--- config.mk ---
export PLATFORM = sky130hd
export DESIGN_NAME = bmrel_ctrl
export DESIGN_NICKNAME = d
export VERILOG_FILES = /design/src/rtl/bmrel_pkg.sv /design/src/rtl/bmrel_sync.sv /design/src/rtl/bmrel_gap_timer.sv /design/src/rtl/bmrel_fsm.sv /design/src/rtl/bmrel_ctrl.sv
export SDC_FILE = /design/constraint.sdc
export NUM_CORES = 1
export LEC_CHECK = 0
export BUFFER_PORTS_ARGS = -buffer_cell sky130_fd_sc_hd__buf_4
export CORE_AREA = 2 2 39 41
export CTS_CLUSTER_SIZE = 8
export DETAILED_ROUTE_END_ITERATION = 10
export DIE_AREA = 0 0 41 43
export SLEW_MARGIN = 15
export SYNTH_ARGS = -nofsm -noshare
export SYNTH_HDL_FRONTEND = slang
export SYNTH_SLANG_ARGS = --single-unit
export TNS_END_PERCENT = 20
--- constraint.sdc ---
create_clock -name clk -period 2.8 [get_ports clk]
set_clock_uncertainty 0.05 [all_clocks]
set_input_delay 0.28 -clock clk [delete_from_list [all_inputs] [get_ports clk]]
set_output_delay 0.28 -clock clk [all_outputs]
set_load 0.01 [all_outputs]
--- src/rtl/bmrel_pkg.sv ---
package bmrel_pkg;

   typedef enum logic [2:0] {
      ST_IDLE       = 3'd0,
      ST_REQUEST    = 3'd1,
      ST_OWN_ACTIVE = 3'd2,
      ST_OWN_IDLE   = 3'd3,
      ST_RELEASE    = 3'd4
   } own_state_e;

endpackage

--- src/rtl/bmrel_sync.sv ---
module bmrel_sync #(
   parameter int STAGES = 2,
   parameter int WIDTH  = 2
) (
   input  logic             clk,
   input  logic             rst_n,
   input  logic [WIDTH-1:0] d_i,
   output logic [WIDTH-1:0] q_o
);

   if (STAGES < 0) begin : g_bad_stages
      $error("bmrel_sync: STAGES must be non-negative");
   end
   if (WIDTH < 1) begin : g_bad_width
      $error("bmrel_sync: WIDTH must be at least 1");
   end

   if (STAGES == 0) begin : g_direct
      assign q_o = d_i;
   end else begin : g_chain
      logic [WIDTH-1:0] stage_q [STAGES];

      always_ff @(posedge clk or negedge rst_n) begin
         if (!rst_n) begin
            for (int i = 0; i < STAGES; i++) stage_q[i] <= '0;
         end else begin
            stage_q[0] <= d_i;
            for (int i = 1; i < STAGES; i++) stage_q[i] <= stage_q[i-1];
         end
      end

      assign q_o = stage_q[STAGES-1];
   end

endmodule

--- src/rtl/bmrel_gap_timer.sv ---
module bmrel_gap_timer #(
   parameter int GAP_CYCLES = 2
) (
   input  logic clk,
   input  logic rst_n,
   input  logic arm_i,
   output logic gap_done_o
);

   localparam int CW = (GAP_CYCLES < 2) ? 1 : $clog2(GAP_CYCLES);

   if (GAP_CYCLES < 1) begin : g_bad_gap
      $error("bmrel_gap_timer: GAP_CYCLES must be at least 1");
   end

   logic [CW-1:0] cnt_q;

   always_ff @(posedge clk or negedge rst_n) begin
      if (!rst_n) begin
         cnt_q <= '0;
      end else if (arm_i) begin
         cnt_q <= CW'(GAP_CYCLES - 1);
      end else if (cnt_q != '0) begin
         cnt_q <= cnt_q - 1'b1;
      end
   end

   assign gap_done_o = (cnt_q == '0);

endmodule

--- src/rtl/bmrel_fsm.sv ---
module bmrel_fsm
   import bmrel_pkg::*;
(
   input  logic       clk,
   input  logic       rst_n,
   input  logic       mode_i,
   input  logic       xfer_req_i,
   input  logic       xfer_done_i,
   input  logic       grant_i,
   input  logic       clr_i,
   input  logic       gap_done_i,
   output own_state_e state_o,
   output logic       start_o,
   output logic       req_o,
   output logic       busy_o
);

   own_state_e state_q, state_d;
   logic       mode_q;
   logic       start_q, start_d;
   logic       clr_pend_q;

   always_comb begin
      state_d = state_q;
      start_d = 1'b0;
      unique case (state_q)
         ST_IDLE: begin
            if (xfer_req_i && gap_done_i) state_d = ST_REQUEST;
         end
         ST_REQUEST: begin
            if (grant_i) begin
               state_d = ST_OWN_ACTIVE;
               start_d = 1'b1;
            end
         end
         ST_OWN_ACTIVE: begin
            if (xfer_done_i) begin
               if (!mode_q || clr_i || clr_pend_q) state_d = ST_RELEASE;
               else                                state_d = ST_OWN_IDLE;
            end
         end
         ST_OWN_IDLE: begin
            if (clr_i) begin
               state_d = ST_RELEASE;
            end else if (xfer_req_i) begin
               state_d = ST_OWN_ACTIVE;
               start_d = 1'b1;
            end
         end
         ST_RELEASE: state_d = ST_IDLE;
         default:    state_d = ST_IDLE;
      endcase
   end

   always_ff @(posedge clk or negedge rst_n) begin
      if (!rst_n) begin
         state_q    <= ST_IDLE;
         start_q    <= 1'b0;
         mode_q     <= 1'b0;
         clr_pend_q <= 1'b0;
      end else begin
         state_q <= state_d;
         start_q <= start_d;
         if (state_q == ST_IDLE) mode_q <= mode_i;
         if (state_q != ST_OWN_ACTIVE)  clr_pend_q <= 1'b0;
         else if (clr_i && !xfer_done_i) clr_pend_q <= 1'b1;
      end
   end

   assign state_o = state_q;
   assign start_o = start_q;
   assign req_o   = (state_q == ST_REQUEST);
   assign busy_o  = (state_q == ST_OWN_ACTIVE) || (state_q == ST_OWN_IDLE);

   // request and ownership are mutually exclusive
   a_r2_req_not_owned: assert property (@(posedge clk) disable iff (!rst_n)
      req_o |-> !busy_o);

   // a start pulse only appears while the bus is owned
   a_r3_start_owned: assert property (@(posedge clk) disable iff (!rst_n)
      start_o |-> busy_o);

   // grant during request leads to ownership and a start pulse
   a_r3_grant_takes: assert property (@(posedge clk) disable iff (!rst_n)
      (state_q == ST_REQUEST && grant_i) |=> (busy_o && start_o && !req_o));

   // the start pulse lasts one cycle
   a_r3_start_single: assert property (@(posedge clk) disable iff (!rst_n)
      start_o |=> !start_o);

   // release-after-transfer policy frees the bus once done
   a_r4_done_frees: assert property (@(posedge clk) disable iff (!rst_n)
      (state_q == ST_OWN_ACTIVE && xfer_done_i && !mode_q) |=> !busy_o);

   // holding policy keeps the bus while no clear is seen
   a_r6_hold_idle: assert property (@(posedge clk) disable iff (!rst_n)
      (state_q == ST_OWN_IDLE && !clr_i) |=> busy_o);

   // a burst transfer starts without a request
   a_r7_burst_direct: assert property (@(posedge clk) disable iff (!rst_n)
      (state_q == ST_OWN_IDLE && !clr_i && xfer_req_i) |=> (start_o && !req_o));

   // never release while a transfer is still running
   a_r9_no_midxfer_release: assert property (@(posedge clk) disable iff (!rst_n)
      (state_q == ST_OWN_ACTIVE && !xfer_done_i) |=> busy_o);

   // the latched policy does not move while the bus is owned
   a_r11_mode_frozen: assert property (@(posedge clk) disable iff (!rst_n)
      (busy_o && $past(busy_o)) |-> $stable(mode_q));

endmodule

--- src/rtl/bmrel_ctrl.sv ---
module bmrel_ctrl
   import bmrel_pkg::*;
#(
   parameter int SYNC_STAGES = 2,
   parameter int GAP_CYCLES  = 2
) (
   input  logic clk,
   input  logic rst_n,
   input  logic policy_hold_i,
   input  logic xfer_req_i,
   input  logic xfer_done_i,
   output logic xfer_start_o,
   output logic bus_req_o,
   input  logic bus_grant_i,
   output logic bus_busy_n_o,
   input  logic bus_clr_n_i
);

   localparam int SYNC_W = 2;

   logic [SYNC_W-1:0] bus_raw, bus_s;
   logic              grant_s, clr_s;
   logic              gap_done;
   logic              busy;
   own_state_e        state;

   assign bus_raw = {bus_grant_i, ~bus_clr_n_i};

   bmrel_sync #(
      .STAGES (SYNC_STAGES),
      .WIDTH  (SYNC_W)
   ) sync_i (
      .clk   (clk),
      .rst_n (rst_n),
      .d_i   (bus_raw),
      .q_o   (bus_s)
   );

   assign grant_s = bus_s[1];
   assign clr_s   = bus_s[0];

   bmrel_gap_timer #(
      .GAP_CYCLES (GAP_CYCLES)
   ) gap_i (
      .clk        (clk),
      .rst_n      (rst_n),
      .arm_i      (state == ST_RELEASE),
      .gap_done_o (gap_done)
   );

   bmrel_fsm fsm_i (
      .clk         (clk),
      .rst_n       (rst_n),
      .mode_i      (policy_hold_i),
      .xfer_req_i  (xfer_req_i),
      .xfer_done_i (xfer_done_i),
      .grant_i     (grant_s),
      .clr_i       (clr_s),
      .gap_done_i  (gap_done),
      .state_o     (state),
      .start_o     (xfer_start_o),
      .req_o       (bus_req_o),
      .busy_o      (busy)
   );

   assign bus_busy_n_o = ~busy;

   // a request never follows a release directly
   a_r10_gap_after_release: assert property (@(posedge clk) disable iff (!rst_n)
      $rose(bus_busy_n_o) |=> !bus_req_o);

   // a request only starts while the gap timer has run out
   a_r10_req_after_gap: assert property (@(posedge clk) disable iff (!rst_n)
      $rose(bus_req_o) |-> ($past(gap_done) && bus_busy_n_o));

endmodule

======== Word level (Yosys, flattened, before mapping) ========
Cells that the tools add are included.
word-level totals
  register bits ........................... 11
  word-level logic and storage cells ...... 45
  bits of input ports ..................... 7
cells by class
  muxes and demuxes ....................... 15
  reductions and logical operators ........ 10
  equal/unequal tests ..................... 9
  bitwise gates (word level) .............. 3
  add/sub/neg operators ................... 1
operators with widths
  cell                                                                     number
  3-bit two-way mux                                                        6
  3-bit case mux with 4 select lines                                       1
  1-bit two-way mux                                                        7
  3-bit by 2-bit == test with 1-bit output, second input constant          2
  2-bit by 1-bit inequality test with 1-bit output, second input constant  2
  4-bit AND reduction                                                      1
  3-bit by 1-bit == test with 1-bit output, second input constant          1
  3-bit == test, second input constant                                     1
  3-bit logical NOT                                                        1
  1-bit logical OR                                                         3
  3-bit by 2-bit inequality test with 1-bit output, second input constant  1
  3-bit inequality test, second input constant                             1
  1-bit NOT                                                                3
  1-bit logical AND                                                        2
  1-bit logical NOT                                                        2
  2-bit inequality test, second input constant                             1
  1-bit case mux with 2 select lines                                       1
  2-bit nonzero test                                                       1
  1-bit subtractor, second input constant                                  1

======== Depth between registers and ports, before layout ========
  word-level depth ........................ 6
  mapped depth ............................ 5
  mapped depth without buffers ............ 4

======== By module ========
Synthesis repeated with hierarchy kept, for this count alone.
unflattened totals
  cells, all modules ...................... 46
  area total of the unflattened synthesis .. 514.2 um2
by module, submodules not included
  module           area each (um2)  sequential area each (um2)  instances  cells each
  bmrel_fsm        350.3            150.1                       1          35
  bmrel_sync       115.1            100.1                       1          6
  bmrel_gap_timer  28.8             25.0                        1          2
  bmrel_ctrl       20.0             0.0                         1          3

======== Worst setup path before layout ========
No wires, ideal clock.
  path type ............................... reg-to-reg
  start ................................... register fsm_i.state_q[1] (netlist: fsm_i.state_o[1])
  end ..................................... register fsm_i.mode_q
  clock period less this slack ............ 1230 ps
  path slack .............................. 1570 ps
  cell stages (with the launch flop) ...... 4
  data arrival time ....................... 1055 ps
  cell sequence ........................... dfrtp_1 -> buf_4 -> nor3_1 -> mux2_2
on the way
  longest elaborated chain between the ends .. 1
ends and longest elaborated chain
  item                    RTL line         RTL
  from (decl)             bmrel_fsm.sv:18  own_state_e state_q, state_d;
  from (signal assigned)  bmrel_fsm.sv:62  state_q <= state_d;
  3-bit logical NOT       bmrel_fsm.sv:64  if (state_q == ST_IDLE) mode_q <= mode_i;
  to (signal assigned)    bmrel_fsm.sv:64
  to (decl)               bmrel_fsm.sv:19  logic mode_q;
Every way passes these cells.
A chain may end at the register's enable or synchronous reset.

======== Worst setup path after layout ========
  start ................................... register fsm_i.state_q[0] (netlist: fsm_i.state_o[0])
  end ..................................... output bus_req_o
on the way
  longest elaborated chain between the ends .. 1
ends and longest elaborated chain
  item                                      RTL line          RTL
  3-bit by 1-bit == test with 1-bit output  bmrel_fsm.sv:72   assign req_o = (state_q == ST_REQUEST);
  to (decl)                                 bmrel_ctrl.sv:13  output logic bus_req_o,
Every way passes these cells.

==> impl_metrics.yaml <==
run_status:
  status: "complete, no violations"
cts:
  clockRootBuffer: "clkbuf_4"
  tritoncts: "yes"
  cts-buffers-inserted: 3
  htreeDepth: 1
  clockBufferDepth: 2
  cts.sinks: 11
  path_clk_slew_ps: 70
  clk-insertion-delay-late_ps: 260
detailed_routing:
  first_pass_iters: 4
  drt_wl_total_um: 909
  wl_per_cell_um: 11.5
  routed_via_density: 4.92
  drtIter0Drc: 12
  vias: 389
  remaining_drc_errors: 0
  drtAntennaViolNets: 0
synthesis:
  synth-adder-area-share_pct: 0
  synth_simple_gate_area_share_pct: 22.4
  synth_top_area_share_pct: 54.2
  avgSynthCellArea_um2: 9.96
  synth_top_family_by_area: "simple AND/OR/NAND/NOR gates"
  mappedNetlistNets: 58
  syn_area_um2: 508
  synth_top_cell_by_area: "dfrtp_1"
  synth.area.top_cells: "dfrtp_1 54%, nand2b_1 6.2%, nor2_1 5.2%, a21oi_1 3.9%, a21oi_2 3.4%"
  yosysSeqAreaShare_pct: 54.2
  synth-compound-area-share_pct: 16.5
  synth_cell_types: 20
  yosysWarnings: 0
  muxShareOfSynthArea_pct: 2.22
  ys_ff_latch: 11
  synth-edff-count: 0
  ys_async_sr_fraction_pct: 100
  synth_flop_cell: "dfrtp_1"
  syn_inst: 51
  synthXorXnorAreaFrac_pct: 0
timing:
  hold_viol_final: 0
  fmax_ghz: 0.665
  rsz0062_at_grt: "no"
  finalWorstSetupSlack_ps: 1300
  layout_min_cycle_time_ps: 1500
  relSlewSlack_pct: 77.3
  setup_tns_ps: 0
  slew_viol_final: 0
  worstMarginPinSlew_ps: 340
  period_share_pct: 53.7
  finalSetupViolations: 0
floorplanning:
  die_area_um2: 1760
  die_x_um: 41
  ios: 10
  num_rows: 14
  initial_utilization_pct: 36.7
  die-height_um: 43
  core_area_um2: 1380
layout:
  stdcell_area_um2: 621
  fillers: 136
  drive_gt1_share_pct: 27.0
  multi_input_area_um2: 209
  antenna_cells: 0
  nNetsFinal: 71
  syn2layout_area_growth_pct: 22.2
  final_common_cell: "dfrtp_1"
  most-common-layout-cells: "11 x dfrtp_1, 9 x buf_4, 7 x nor2_1, 5 x nand2b_1, 4 x a21oi_1"
  ff_latch_area_um2: 275
critical_path:
  arrival_ps: 1170
  critical_path.max_fanout: 10
  worstPathRequired_ps: 2470
  crit_type: "flop to output pin"
  r2r_end: "fsm_i.state_o[1]$_DFFE_PN0P_"
  r2r_slack_ps: 1440
  end_kind: "output pin"
  reg2regPathDepth: 4
  reg2reg_from: "fsm_i.state_o[1]$_DFFE_PN0P_"
  cp-start-kind: "flop"
hold_path:
  hold_end: "sync_i.g_chain.stage_q[3]$_DFF_PN0_"
  min_path_cells: 1
  hold_path_class: "primary input to flop"
  hp-start: "bus_grant_i"
placed_design:
  dpl-instance-area_um2: 583
  dp_hpwl_um: 693
  numPortBuffers: 9
  gp_congestion: 0.772
  place_ws_ps: 1460
global_routing:
  overflow: 0
  grt_pass1_vias: 367
  grt.total_usage_pct: 14.0
  grt_pass1_wl_um: 1610
  grt_max_degree: 15
  antenna_found_initial: 0
pwr:
  power_uw: 566
  p_leak_uw: 0.000282
  cellPowerDensity_nw_per_um2: 912
  irDropWorstVdd_mv: 0.370
job:
  cap_violations: 0
-- flip-flops by register name (all words and copies together), names as in the netlist --
signal and cells:
fsm_i.state_o 3, sync_i.g_chain.stage_q 2, sync_i.q_o 2, fsm_i.clr_pend_q 1
fsm_i.mode_q 1, fsm_i.start_o 1, gap_i.cnt_q 1
-- critical path, cell delays in order, from the launching register on --
cell and delay, ps:
dfrtp_1 540, nand2b_1 120, nor2_1 110, buf_4 130
-- Yosys cell counts, types with 2 or more instances --
master	number
dfrtp_1	11
nor2_1	7
nand2b_1	5
a21oi_1	4
inv_1	3
nor3_1	3
o21ai_0	3
a21oi_2	2
nand2_1	2
-- layout make-up --
| class | count | area share, % |
|---|---|---|
| inverters | 3 | 1.81 |
| repair buffers | 10 | 12.5 |
| multi-input cells | 35 | 33.7 |
| flip-flops and latches | 11 | 44.4 |
| clock inverters | 1 | 0.806 |
| well taps | 16 | 3.23 |
| clock buffers | 3 | 3.63 |
-- what timing repair did --
action                    CTS  global route
setup buffers               0             0
hold endpoints to repair   11             0
hold buffers                1             0
resized for setup           0             0
-- report_power, final --
group	switching, uW	internal, uW
Combinational	102	108
Sequential	54.0	197
Clock	52.6	52.8
Total	209	357
-- how the worst max path moves through the flow --
stage	depth (start not counted)	from	slack [ps]	to
final	3	fsm_i.state_o[0]$_DFFE_PN0P_	1300	bus_req_o
after global routing	3	fsm_i.state_o[0]$_DFFE_PN0P_	1160	bus_req_o
after CTS	3	fsm_i.state_o[0]$_DFFE_PN0P_	1280	bus_req_o
after detailed placement	4	fsm_i.state_o[1]$_DFFE_PN0P_	1460	fsm_i.state_o[1]$_DFFE_PN0P_
after global placement	4	fsm_i.state_o[1]$_DFFE_PN0P_	1470	fsm_i.state_o[1]$_DFFE_PN0P_
after floorplan	3	fsm_i.state_o[1]$_DFFE_PN0P_	1570	fsm_i.mode_q$_DFFE_PN0N_
-- logic make-up (layout without fill, tap and decap cells) --
logic type | count (synthesis) | after routing
AOI/OAI and AO/OA | 12 | 12
buffers and inverters | 5 | 17
DFF | 11 | 11
muxes | 1 | 1
and+or+nand+nor | 22 | 22
-- per-stage QoR --
stage / cells / hold slack, ps / utilization [%]
after floorplan: 51 / -65.6 / -
final: 79 / 67.8 / 44.8
after detailed placement: 74 / 68.1 / 42.1
after CTS: 79 / 55.4 / 44.8
after global placement: 74 / 73.9 / 42.1
after global routing: 79 / 41.3 / 44.8
-- metal layers --
metal | GRT usage (%) | vias to the layer above | wire length [um]
li1 | - | 195 | -
met1 | 19.6 | 186 | 404
met2 | 18.1 | 8 | 449
met3 | 7.85 | 0 | 55
met4 | 4.00 | 0 | 0
met5 | 0 | - | 0
(Power assumes the default switching activity.)
